`config.mk`:
```
export PLATFORM = sky130hd
export DESIGN_NAME = fracclk_bank
export DESIGN_NICKNAME = d
export VERILOG_FILES = /design/src/rtl/fracclk_pkg.sv /design/src/rtl/fracclk_gen.sv /design/src/rtl/fracclk_pin_mux.sv /design/src/rtl/fracclk_bank.sv
export SDC_FILE = /design/constraint.sdc
export NUM_CORES = 1
export LEC_CHECK = 0
export BUFFER_PORTS_ARGS = -buffer_cell sky130_fd_sc_hd__buf_2
export CAP_MARGIN = 20
export CORE_AREA = 8 8 167 169
export CTS_BUF_LIST = sky130_fd_sc_hd__clkbuf_8
export CTS_CLUSTER_SIZE = 12
export DETAILED_ROUTE_END_ITERATION = 12
export DIE_AREA = 0 0 175 177
export PLACE_DENSITY_LB_ADDON = 0.25
export SYNTH_ARGS = -nofsm -noshare
export SYNTH_HDL_FRONTEND = slang
export SYNTH_SLANG_ARGS = --single-unit
```
`constraint.sdc`:
```
create_clock -name clk -period 5.7 [get_ports clk]
set_input_delay 0.285 -clock clk [delete_from_list [all_inputs] [get_ports clk]]
set_output_delay 0.285 -clock clk [all_outputs]
set_load 0.03 [all_outputs]
```
`src/rtl/fracclk_pkg.sv`:
```
package fracclk_pkg;

    typedef enum logic [0:0] {
        GEN_HALTED  = 1'b0,
        GEN_RUNNING = 1'b1
    } gen_state_t;

    typedef enum logic [0:0] {
        ROUTE_DATA  = 1'b0,
        ROUTE_CLOCK = 1'b1
    } pin_route_t;

endpackage

```
`src/rtl/fracclk_gen.sv`:
```
module fracclk_gen
    import fracclk_pkg::*;
#(
    parameter int ACC_W = 32
) (
    input  logic             clk,
    input  logic             rst_n,
    input  logic             wr_en,
    input  logic [ACC_W-1:0] wr_val,
    output logic             tone_o,
    output logic             run_o,
    output logic [ACC_W-1:0] acc_o,
    output logic [ACC_W-1:0] inc_o
);

    localparam logic [ACC_W-1:0] INC_MAX = {1'b0, {(ACC_W-1){1'b1}}};

    gen_state_t       state_q;
    gen_state_t       state_d;
    logic [ACC_W-1:0] inc_q;
    logic [ACC_W-1:0] acc_q;
    logic [ACC_W-1:0] wr_capped;
    logic             wr_zero;

    // Values above the legal ceiling are stored as the ceiling.
    assign wr_capped = wr_val[ACC_W-1] ? INC_MAX : wr_val;
    assign wr_zero   = (wr_capped == '0);

    // Next-state logic. START, STOP and RETUNE are the named transitions.
    always_comb begin
        state_d = state_q;
        unique case (state_q)
            GEN_HALTED: begin
                if (wr_en && !wr_zero) state_d = GEN_RUNNING;   // START
            end
            GEN_RUNNING: begin
                if (wr_en && wr_zero) state_d = GEN_HALTED;     // STOP
                // RETUNE: a nonzero write keeps RUNNING
            end
            default: state_d = GEN_HALTED;
        endcase
    end

    // State register.
    always_ff @(posedge clk or negedge rst_n) begin
        if (!rst_n) state_q <= GEN_HALTED;
        else        state_q <= state_d;
    end

    // Increment register.
    always_ff @(posedge clk or negedge rst_n) begin
        if (!rst_n)     inc_q <= '0;
        else if (wr_en) inc_q <= wr_capped;
    end

    // Accumulator: it advances with the increment held before this edge.
    always_ff @(posedge clk or negedge rst_n) begin
        if (!rst_n)                       acc_q <= '0;
        else if (state_q == GEN_RUNNING)  acc_q <= acc_q + inc_q;
    end

    // Output process.
    always_comb begin
        unique case (state_q)
            GEN_RUNNING: tone_o = acc_q[ACC_W-1];
            default:     tone_o = 1'b0;
        endcase
        run_o = (state_q == GEN_RUNNING);
        acc_o = acc_q;
        inc_o = inc_q;
    end

endmodule

```
`src/rtl/fracclk_pin_mux.sv`:
```
module fracclk_pin_mux
    import fracclk_pkg::*;
#(
    parameter int NUM_GEN = 4,
    parameter int SEL_W   = 2
) (
    input  logic [NUM_GEN-1:0] tones,
    input  logic [SEL_W-1:0]   sel,
    input  logic               clk_mode,
    input  logic               oe,
    input  logic               data,
    output logic               pin_o
);

    pin_route_t route;

    assign route = (clk_mode && oe) ? ROUTE_CLOCK : ROUTE_DATA;

    always_comb begin
        unique case (route)
            ROUTE_CLOCK: pin_o = tones[sel];
            default:     pin_o = data;
        endcase
    end

endmodule

```
`src/rtl/fracclk_bank.sv`:
```
module fracclk_bank
    import fracclk_pkg::*;
#(
    parameter int NUM_GEN  = 4,
    parameter int ACC_W    = 32,
    parameter int NUM_PINS = 8,
    parameter int SEL_W    = $clog2(NUM_GEN)
) (
    input  logic                      clk,
    input  logic                      rst_n,
    input  logic                      cfg_we,
    input  logic [SEL_W-1:0]          cfg_idx,
    input  logic [ACC_W-1:0]          cfg_incr,
    input  logic [NUM_PINS-1:0]       pin_clk_mode,
    input  logic [NUM_PINS-1:0]       pin_oe,
    input  logic [NUM_PINS*SEL_W-1:0] pin_gen_sel,
    input  logic [NUM_PINS-1:0]       pin_data,
    output logic [NUM_GEN-1:0]        gen_clk,
    output logic [NUM_PINS-1:0]       pin_out
);

    logic [NUM_GEN-1:0]            gen_we;
    logic [NUM_GEN-1:0]            gen_run;
    logic [NUM_GEN-1:0][ACC_W-1:0] gen_acc;
    logic [NUM_GEN-1:0][ACC_W-1:0] gen_inc;

    for (genvar g = 0; g < NUM_GEN; g++) begin : g_src
        assign gen_we[g] = cfg_we && (cfg_idx == SEL_W'(g));

        fracclk_gen #(.ACC_W(ACC_W)) u_gen (
            .clk    (clk),
            .rst_n  (rst_n),
            .wr_en  (gen_we[g]),
            .wr_val (cfg_incr),
            .tone_o (gen_clk[g]),
            .run_o  (gen_run[g]),
            .acc_o  (gen_acc[g]),
            .inc_o  (gen_inc[g])
        );
    end

    for (genvar p = 0; p < NUM_PINS; p++) begin : g_pin
        fracclk_pin_mux #(.NUM_GEN(NUM_GEN), .SEL_W(SEL_W)) u_mux (
            .tones    (gen_clk),
            .sel      (pin_gen_sel[p*SEL_W +: SEL_W]),
            .clk_mode (pin_clk_mode[p]),
            .oe       (pin_oe[p]),
            .data     (pin_data[p]),
            .pin_o    (pin_out[p])
        );
    end

endmodule

```
==> results of run 1 <==
[worst register-to-register path, delay by kind of cell (launching register included)]
| kind | cells | cell delay [ns] |
|---|---|---|
| compound gates | 5 | 1.17 |
| fa+ha+maj | 2 | 0.66 |
| simple gates | 2 | 0.66 |
| flops | 1 | 0.39 |
[power by group]
group | leakage, nW | switching (mW) | internal (mW) | total (mW)
Combinational | 4.94 | 3.79 | 2.99 | 6.77
Sequential | 2.97 | 0.399 | 2.48 | 2.88
Clock | 0.506 | 0.797 | 1.07 | 1.86
[worst paths after layout]
check                                            to  slack, ns  cells past startpoint
max reg2reg                g_src[3].u_gen.acc_o[30]       2.69                      9
max                        g_src[3].u_gen.acc_o[30]       2.69                      9
min                        g_src[3].u_gen.inc_o[12]       0.10                      3
min in group asynchronous  g_src[2].u_gen.acc_o[14]       0.25                      2
max in group asynchronous  g_src[0].u_gen.acc_o[12]       4.06                      3
min reg2reg                g_src[3].u_gen.acc_o[31]       0.48                      1
[area by class of cell]
type | count | area share
clock buffers | 49 | 0.0363
clock inverters | 27 | 0.0158
inverters | 45 | 0.00909
multi-input cells | 1479 | 0.542
flip-flops and latches | 256 | 0.345
well taps | 335 | 0.0226
repair buffers | 98 | 0.0298
[layout by cell type (no fill, tap or decap), types with 11 or more instances in the layout]
master,count
a211oi_1,18
a21o_1,71
a21oi_1,185
a31oi_1,19
and3_1,26
buf_2,87
clkbuf_8,49
clkinv_2,12
dfrtp_1,256
ha_1,124
inv_1,48
mux2_2,85
nand2_1,206
nand3_1,49
nand4_1,26
nor2_1,146
nor2b_1,11
nor3_1,26
nor4_1,11
o211ai_1,12
o21a_1,15
o21ai_0,167
o21bai_1,15
o31ai_1,12
xnor2_1,64
xor2_1,21
[cells by family (layout without fill, tap and decap cells)]
logic type / Yosys count / in the layout
XOR/XNOR: 85 / 85
multiplexers: 96 / 96
AO/OA/AOI/OAI: 601 / 601
AND/OR/NAND/NOR: 569 / 569
buffers and inverters: 151 / 219
adder cells (fa/ha/maj): 128 / 128
flip-flops: 256 / 256
[per-stage QoR]
| stage | total power [mW] | utilization |
|---|---|---|
| 4_1_cts | 11.4 | 0.729 |
| 3_3_place_gp | 9.22 | 0.690 |
| 2_1_floorplan | 8.22 | - |
| 6_report | 11.5 | 0.730 |
| 3_5_place_dp | 9.50 | 0.690 |
| 5_1_grt | 12.4 | 0.730 |
[flip-flops by register name, indices dropped and copies added (netlist names), named ones only]
name	count
g_src.u_gen.acc_o	128
g_src.u_gen.inc_o	124
[layer usage]
layer  up-vias  global-route usage  wire length [um]  part of all wire
li1       6966                   -                 -                 -
met1      7049               0.373             18900              0.43
met2       584               0.457             20100              0.46
met3       109              0.0457              3200             0.073
met4         0               0.111              1640             0.037
met5         -                   0                 0                 0
==> key figures, run 1 <==
Synth
  – Seq cells post-synth: 256
  – Synth unique cells: 90
  – Syn Nets: 2091
  – Avg Synthesized Cell Area: 9.08 sq um
  – Most common cell in the synthesized netlist: dfrtp_1
  – Synthesized-area fraction occupied by adder cells: 0.0953
  – Largest family of logic cells by synthesized area: compound AO/OA/AOI/OAI gates
  – Multiplexer share of the synthesized area: 0.0682
  – Post-synth top area cell: dfrtp_1
  – Synth area leaders: dfrtp_1, ha_1, mux2_2, a21oi_1, o21ai_0
  – XOR/XNOR Fraction of Synth Area: 0.0435
  – Post-synthesis compound-gate area fraction: 0.225
  – Number of flops mapped to enable cells by yosys: 0
  – Register area share after synthesis: 0.374
  – Share of the synthesized area in the top cell type: 0.374
  – Async S/R FF share, synth: 1.00
  – Simple logic cell fraction of the synthesized area: 0.155
  – Synthesized cell area: ~0.017 sq mm
  – Commonest cells post-synth: dfrtp_1, nand2_1, a21oi_1
  – Synth Flop Type: dfrtp_1
  – Post-Synthesis Cells: 1886
  – Synth warn: 0

Hold path
  – Hold crit path type: in -> reg
  – Hold path startpoint: cfg_idx[1]

Detailed routing
  – DRC viols: 0
  – Vias: between 10000 and 15000
  – Vias/cell: 6.43
  – Drt pass-1 iters: 7
  – Iteration-0 DRC Markers: 1333
  – Routed len/inst: 19.1 um
  – WL final: 43.8 mm
  – Antenna-violating nets left: 0

STA
  – Period utilisation layout: 0.528
  – Slew @ Worst Pin: 1.03 ns
  – Setup tns final: 0 ns
  – Max-slew violation count: 0
  – Crit path time final: 3.01 ns
  – Fin worst setup slack: around 2.7 ns
  – Worst hold slack: 0.102 ns
  – Final setup vio count: 0
  – Peak Freq: roughly 0.33 GHz
  – Endpoints failing hold: 0
  – RSZ-0062 raised after global routing: no
  – Final worst clock skew: 0.0274 ns
  – Slew HR: 0.313

Layout
  – Post-route cell area: 0.0186 sq mm
  – Area of the multi-input gates: 0.0101 sq mm
  – FF+latch area: between 0.006 and 0.007 sq mm
  – Fin cells: 2289
  – # nets final: 2128
  – Ant. Diodes: 0
  – Area Growth Syn to Fin: 8.50%
  – # fillers: 1950
  – Share of cells above drive strength 1: 0.151

Worst setup path
  – CP Cell Sequence: ha_1 -> fa_1 -> a211oi_1 -> o211ai_1 -> nand4_1 -> a21oi_1 -> o2111ai_1 -> a2111oi_0 -> or3b_2
  – FF-to-FF Start: g_src[3].u_gen.inc_o[0]
  – Delay-heaviest family, CP: compound AO/OA/AOI/OAI gates
  – Crit Path Class: reg -> reg
  – Worst Path Required: 6.14 ns
  – CP max FO: 4
  – Buf/Inv on CP: 0
  – CP max stage delay: about 0.45 ns
  – Crit-path slowest cell: or3b_2
  – CP arrival: 3.45 ns
  – CP Capture Type: flip-flop
  – Setup crit start: g_src[3].u_gen.inc_o[0]
  – CP startpoint kind: flip-flop

CTS
  – CTS tree: yes
  – CTS resizes: 0
  – Hold_buf cts: 1
  – CTS clk-pin slew, worst paths: 0.07 ns
  – CTS buffer count: 43
  – Sink Count: 256
  – CTS H-tree lvls: 2
  – Clock Latency Late Sink: 0.57 ns
  – Post-CTS Setup Bufs: 0
  – Root Buffer: clkbuf_8
  – Deepest clock path buffer count: 3

Flow run
  – Max-Cap Viols: 0

Floorplan
  – DIE HEIGHT: 177 um
  – Die area: 0.0310 sq mm
  – Core area: 0.0255 sq mm
  – Chip Width: ~180 um
  – Starting Density: 0.672
  – I/O Pins: just under 90
  – Core Rows: 59

Run status
  – Status: finished, final reports clean

GRT
  – Tot GR Track Use: 0.281
  – Gr ovfl total: 0
  – Initial antenna violation count: 0
  – First-pass GRT wire length: ~70 mm
  – Vias in the first global route: 14100
  – Largest net degree at the start of global routing: ~180

Place
  – Number of cells after detailed placement: ~2200
  – Placed cell areas: ~0.018 sq mm
  – DPL Wire Length: 31.1 mm
  – Routability cong.: 0.926
  – Post-place setup slack: 2.81 ns
  – Number of port buffers: 88

Power
  – PwrDens: 620 mW/mm^2
  – Leak: 8.41 nW
  – Peak VDD IR: roughly 380 uV
No activity file was read; power rests on OpenSTA's default activity.
==> inputs of run 2 (changes only) <==
Settings changed: CORE_AREA 8 8 167 169 to 8 8 181 183, DIE_AREA 0 0 175 177 to 0 0 189 191.
Clock period 5.7 ns to 2.7 ns, I/O delays scaled along.
==> run 2 against run 1 <==
Clock-buffer cell count up 7. Critical path depth up 1. Utilization down 8.1 points. Die area up 17%. First-iteration DRC count up 6.6%. Highest routed layer unchanged. Maximum frequency up 14%. Setup slack worse by 2.6 ns. Wire length up 4.9%. Clock skew up 0.016 ns. Cell area up 4.8%.
==> key figures, run 2 (synthesized netlist as in run 1, its figures left out) <==
Worst setup path
  – Worst r2r path cells: 10 (+1)
  – FF-to-FF Start: g_src[1].u_gen.inc_o[2]
  – R2r setup slk: 0.05 ns (-2.64 ns)
  – CP arrival: 3.09 ns (-0.36 ns)
  – Crit Path Class: reg -> reg
  – CP Cell Sequence: ha_1 -> a21o_1 -> a22oi_4 -> buf_6 -> a2111oi_4 -> nor3_2 -> buf_4 -> o41ai_2 -> xor2_1 -> mux2_2
  – Worst setup endpoint: g_src[1].u_gen.acc_o[26]
  – CP Capture Type: flip-flop
  – Setup crit start: g_src[1].u_gen.inc_o[2]
  – R2r endpoint: g_src[1].u_gen.acc_o[26]
  – Crit-path slowest cell: dfrtp_1
  – CP startpoint kind: flip-flop
  – Worst Path Required: 3.14 ns (-3.00 ns)
  – CP max FO: 5 (+1)
  – CP max stage delay: 0.40 ns (-0.05 ns)

Floorplan
  – DIE HEIGHT: 191 um (+7.9%)
  – Core Rows: 64 (+8.5%)
  – I/O Pins: 89 (unchanged)
  – Die area: 0.0361 sq mm (+17%)
  – Chip Width: 189 um (+8.0%)
  – Core area: 0.0300 sq mm (+18%)
  – Starting Density: 0.570 (-0.102)

Power
  – Power consumption: 25.0 mW (+120%)
  – Leak: 8.79 nW (+4.5%)
  – Peak VDD IR: 802 uV (+110%)
  – Internal Power: 14.2 mW (+120%)
  – Logic pwr share: 0.601 (+0.013)
  – NetSw: 10.7 mW (+110%)
  – Reg power frac: 0.244 (-0.006)
  – PwrDens: 1280 mW/mm^2 (+110%)
  – Clock share of power: 0.155 (-0.007)
  – Switching Share: 0.429 (-0.00339)

CTS
  – CTS buffer count: 44 (+2.3%)
  – CTS clk-pin slew, worst paths: 0.07 ns (about the same)
  – Deepest clock path buffer count: 3 (unchanged)
  – Root Buffer: clkbuf_8
  – CTS H-tree lvls: 2 (unchanged)
  – Sink Count: 256 (unchanged)
  – CTS tree: yes
  – Clock Latency Late Sink: 0.58 ns (about the same)

Detailed routing
  – Antenna-violating nets left: 0 (unchanged)
  – Routed len/inst: 18.9 um (-1.2%)
  – Vias: 14900 (+1.5%)
  – WL met1: 20.8 mm (+10%)
  – Routed length on met3: 3.02 mm (-5.5%)
  – Wire length on met2: 20.2 mm (+0.75%)
  – Iteration-0 DRC Markers: 1421 (+6.6%)
  – Vias/cell: 6.14 (-4.5%)
  – Top routing layer in use: met4
  – WL final: 45.9 mm (+4.9%)
  – Drt pass-1 iters: 8 (+1)
  – DRC viols: 0 (unchanged)

Layout
  – Most frequent cells in the layout: dfrtp_1, nand2_1, a21oi_1
  – Fin cells: 2431 (+6.2%)
  – Max reg flops: 128 (unchanged)
  – Finished Core Util: 0.649 (-0.0808)
  – Share of cells above drive strength 1: 0.186 (+0.0340)
  – FF+latch area: 0.00641 sq mm (unchanged)
  – Most common cell after layout, fill and taps aside: dfrtp_1
  – Area Growth Syn to Fin: 13.8%
  – # nets final: 2204 (+3.6%)
  – Area of the multi-input gates: 0.0102 sq mm (+1.6%)
  – # fillers: 2449 (+26%)

GRT
  – First-pass GRT wire length: 73.7 mm (+3.1%)
  – Initial antenna violation count: 3 (+3)
  – Tot GR Track Use: 0.250 (-0.0311)
  – Largest net degree at the start of global routing: 75 (-58%)
  – Vias in the first global route: 14300 (+1.1%)
  – Gr ovfl total: 0 (unchanged)

STA
  – Final worst clock skew: 0.0437 ns (+0.0163 ns)
  – Max-slew violation count: 0 (unchanged)
  – RSZ-0062 raised after global routing: yes
  – Fin worst setup slack: 0.0505 ns (-2.64 ns)
  – Endpoints failing hold: 0 (unchanged)
  – Peak Freq: 0.377 GHz (+14%)
  – Setup tns final: 0 ns (unchanged)
  – Final setup vio count: 0 (unchanged)
  – Slew HR: 0.352 (+0.0388)
  – Crit path time final: 2.65 ns (-0.361 ns)
  – Slew @ Worst Pin: 0.969 ns (-0.0580 ns)
  – Period utilisation layout: 0.981 (+0.453)

Hold path
  – Hold crit path type: in -> reg

Place
  – Number of port buffers: 88 (unchanged)
  – DPL Wire Length: 32.9 mm (+5.7%)
  – Number of cells after detailed placement: 2323 (+5.1%)
  – Routability cong.: 0.917 (-0.98%)
  – Post-place setup slack: -0.0144 ns (-2.83 ns)

Flow run
  – Max-Cap Viols: 0 (unchanged)

Run status
  – Status: finished, final reports clean
## run 2: changes by cell type in the layout (fill, tap and decap cells not counted), sizes merged
cell         change
bufinv           -3
clkinvlp         -4
clkinv           -1
buf             +55
dlygate4sd3     +20
clkbuf           +7
inv              +4
diode            +3
## run 2: power by group through the flow
| stage | combinational (mW) | sequential, mW | clock [mW] |
|---|---|---|---|
| floorplan | 11.5 | 5.84 | 0 |
| global route | 16.6 | 6.24 | 4.12 |
| global placement | 13.9 | 6.05 | 0 |
| finish | 15.0 | 6.09 | 3.86 |
| detailed placement | 14.4 | 6.11 | 0 |
| CTS | 14.6 | 6.06 | 3.95 |
## run 2: critical path: cells and delay by family, from the launching register on
family	cells	cell delay, ns
and+or+nand+nor	1	0.06
adders and majority gates	1	0.38
muxes	1	0.27
DFF	1	0.40
buffers and inverters	2	0.29
xor gates and xnor gates	1	0.11
AOI/OAI and AO/OA	4	1.00
## run 2: worst min-delay path by stage
stage                 start                        to  cells past startpoint
2_1_floorplan         rst_n                 async pin                      0
3_5_place_dp          rst_n   g_src[0].u_gen.acc_o[7]                      1
4_1_cts        cfg_incr[26]  g_src[0].u_gen.inc_o[26]                      3
5_1_grt        cfg_incr[25]  g_src[0].u_gen.inc_o[25]                      3
3_3_place_gp          rst_n   g_src[0].u_gen.acc_o[8]                      1
6_report       cfg_incr[25]  g_src[0].u_gen.inc_o[25]                      3
## run 2: layer usage
| layer | track usage | vias up |
|---|---|---|
| li1 | - | 7116 |
| met1 | 0.342 | 7153 |
| met2 | 0.386 | 538 |
| met3 | 0.0418 | 115 |
| met4 | 0.113 | 0 |
| met5 | 0 | - |
## run 2: what timing repair did
action / CTS / global route
gates resized for setup: 3 / 32
hold endpoints to repair: 190 / 1
setup endpoints to repair: 6 / 25
pin swaps: 1 / 12
hold buffers: 20 / 1
setup buffers: 2 / 2
cloned: 0 / 0
## run 2: metrics by stage
stage | hold slack (ns) | cell area (sq um)
after global placement | 0.132 | 18100
after global routing | 0.0113 | 19500
after floorplan | -0.161 | 17100
after detailed placement | 0.137 | 18100
final | 0.0221 | 19500
after CTS | 0.00429 | 19300
## run 2: layout make-up
type	count	share of cell area
inverters	45	0.00867
flip-flops and latches	256	0.329
clock inverters	23	0.0102
diodes	3	0.000385
multi-input cells	1479	0.525
clock buffers	56	0.0396
repair buffers	173	0.0617
well taps	396	0.0254
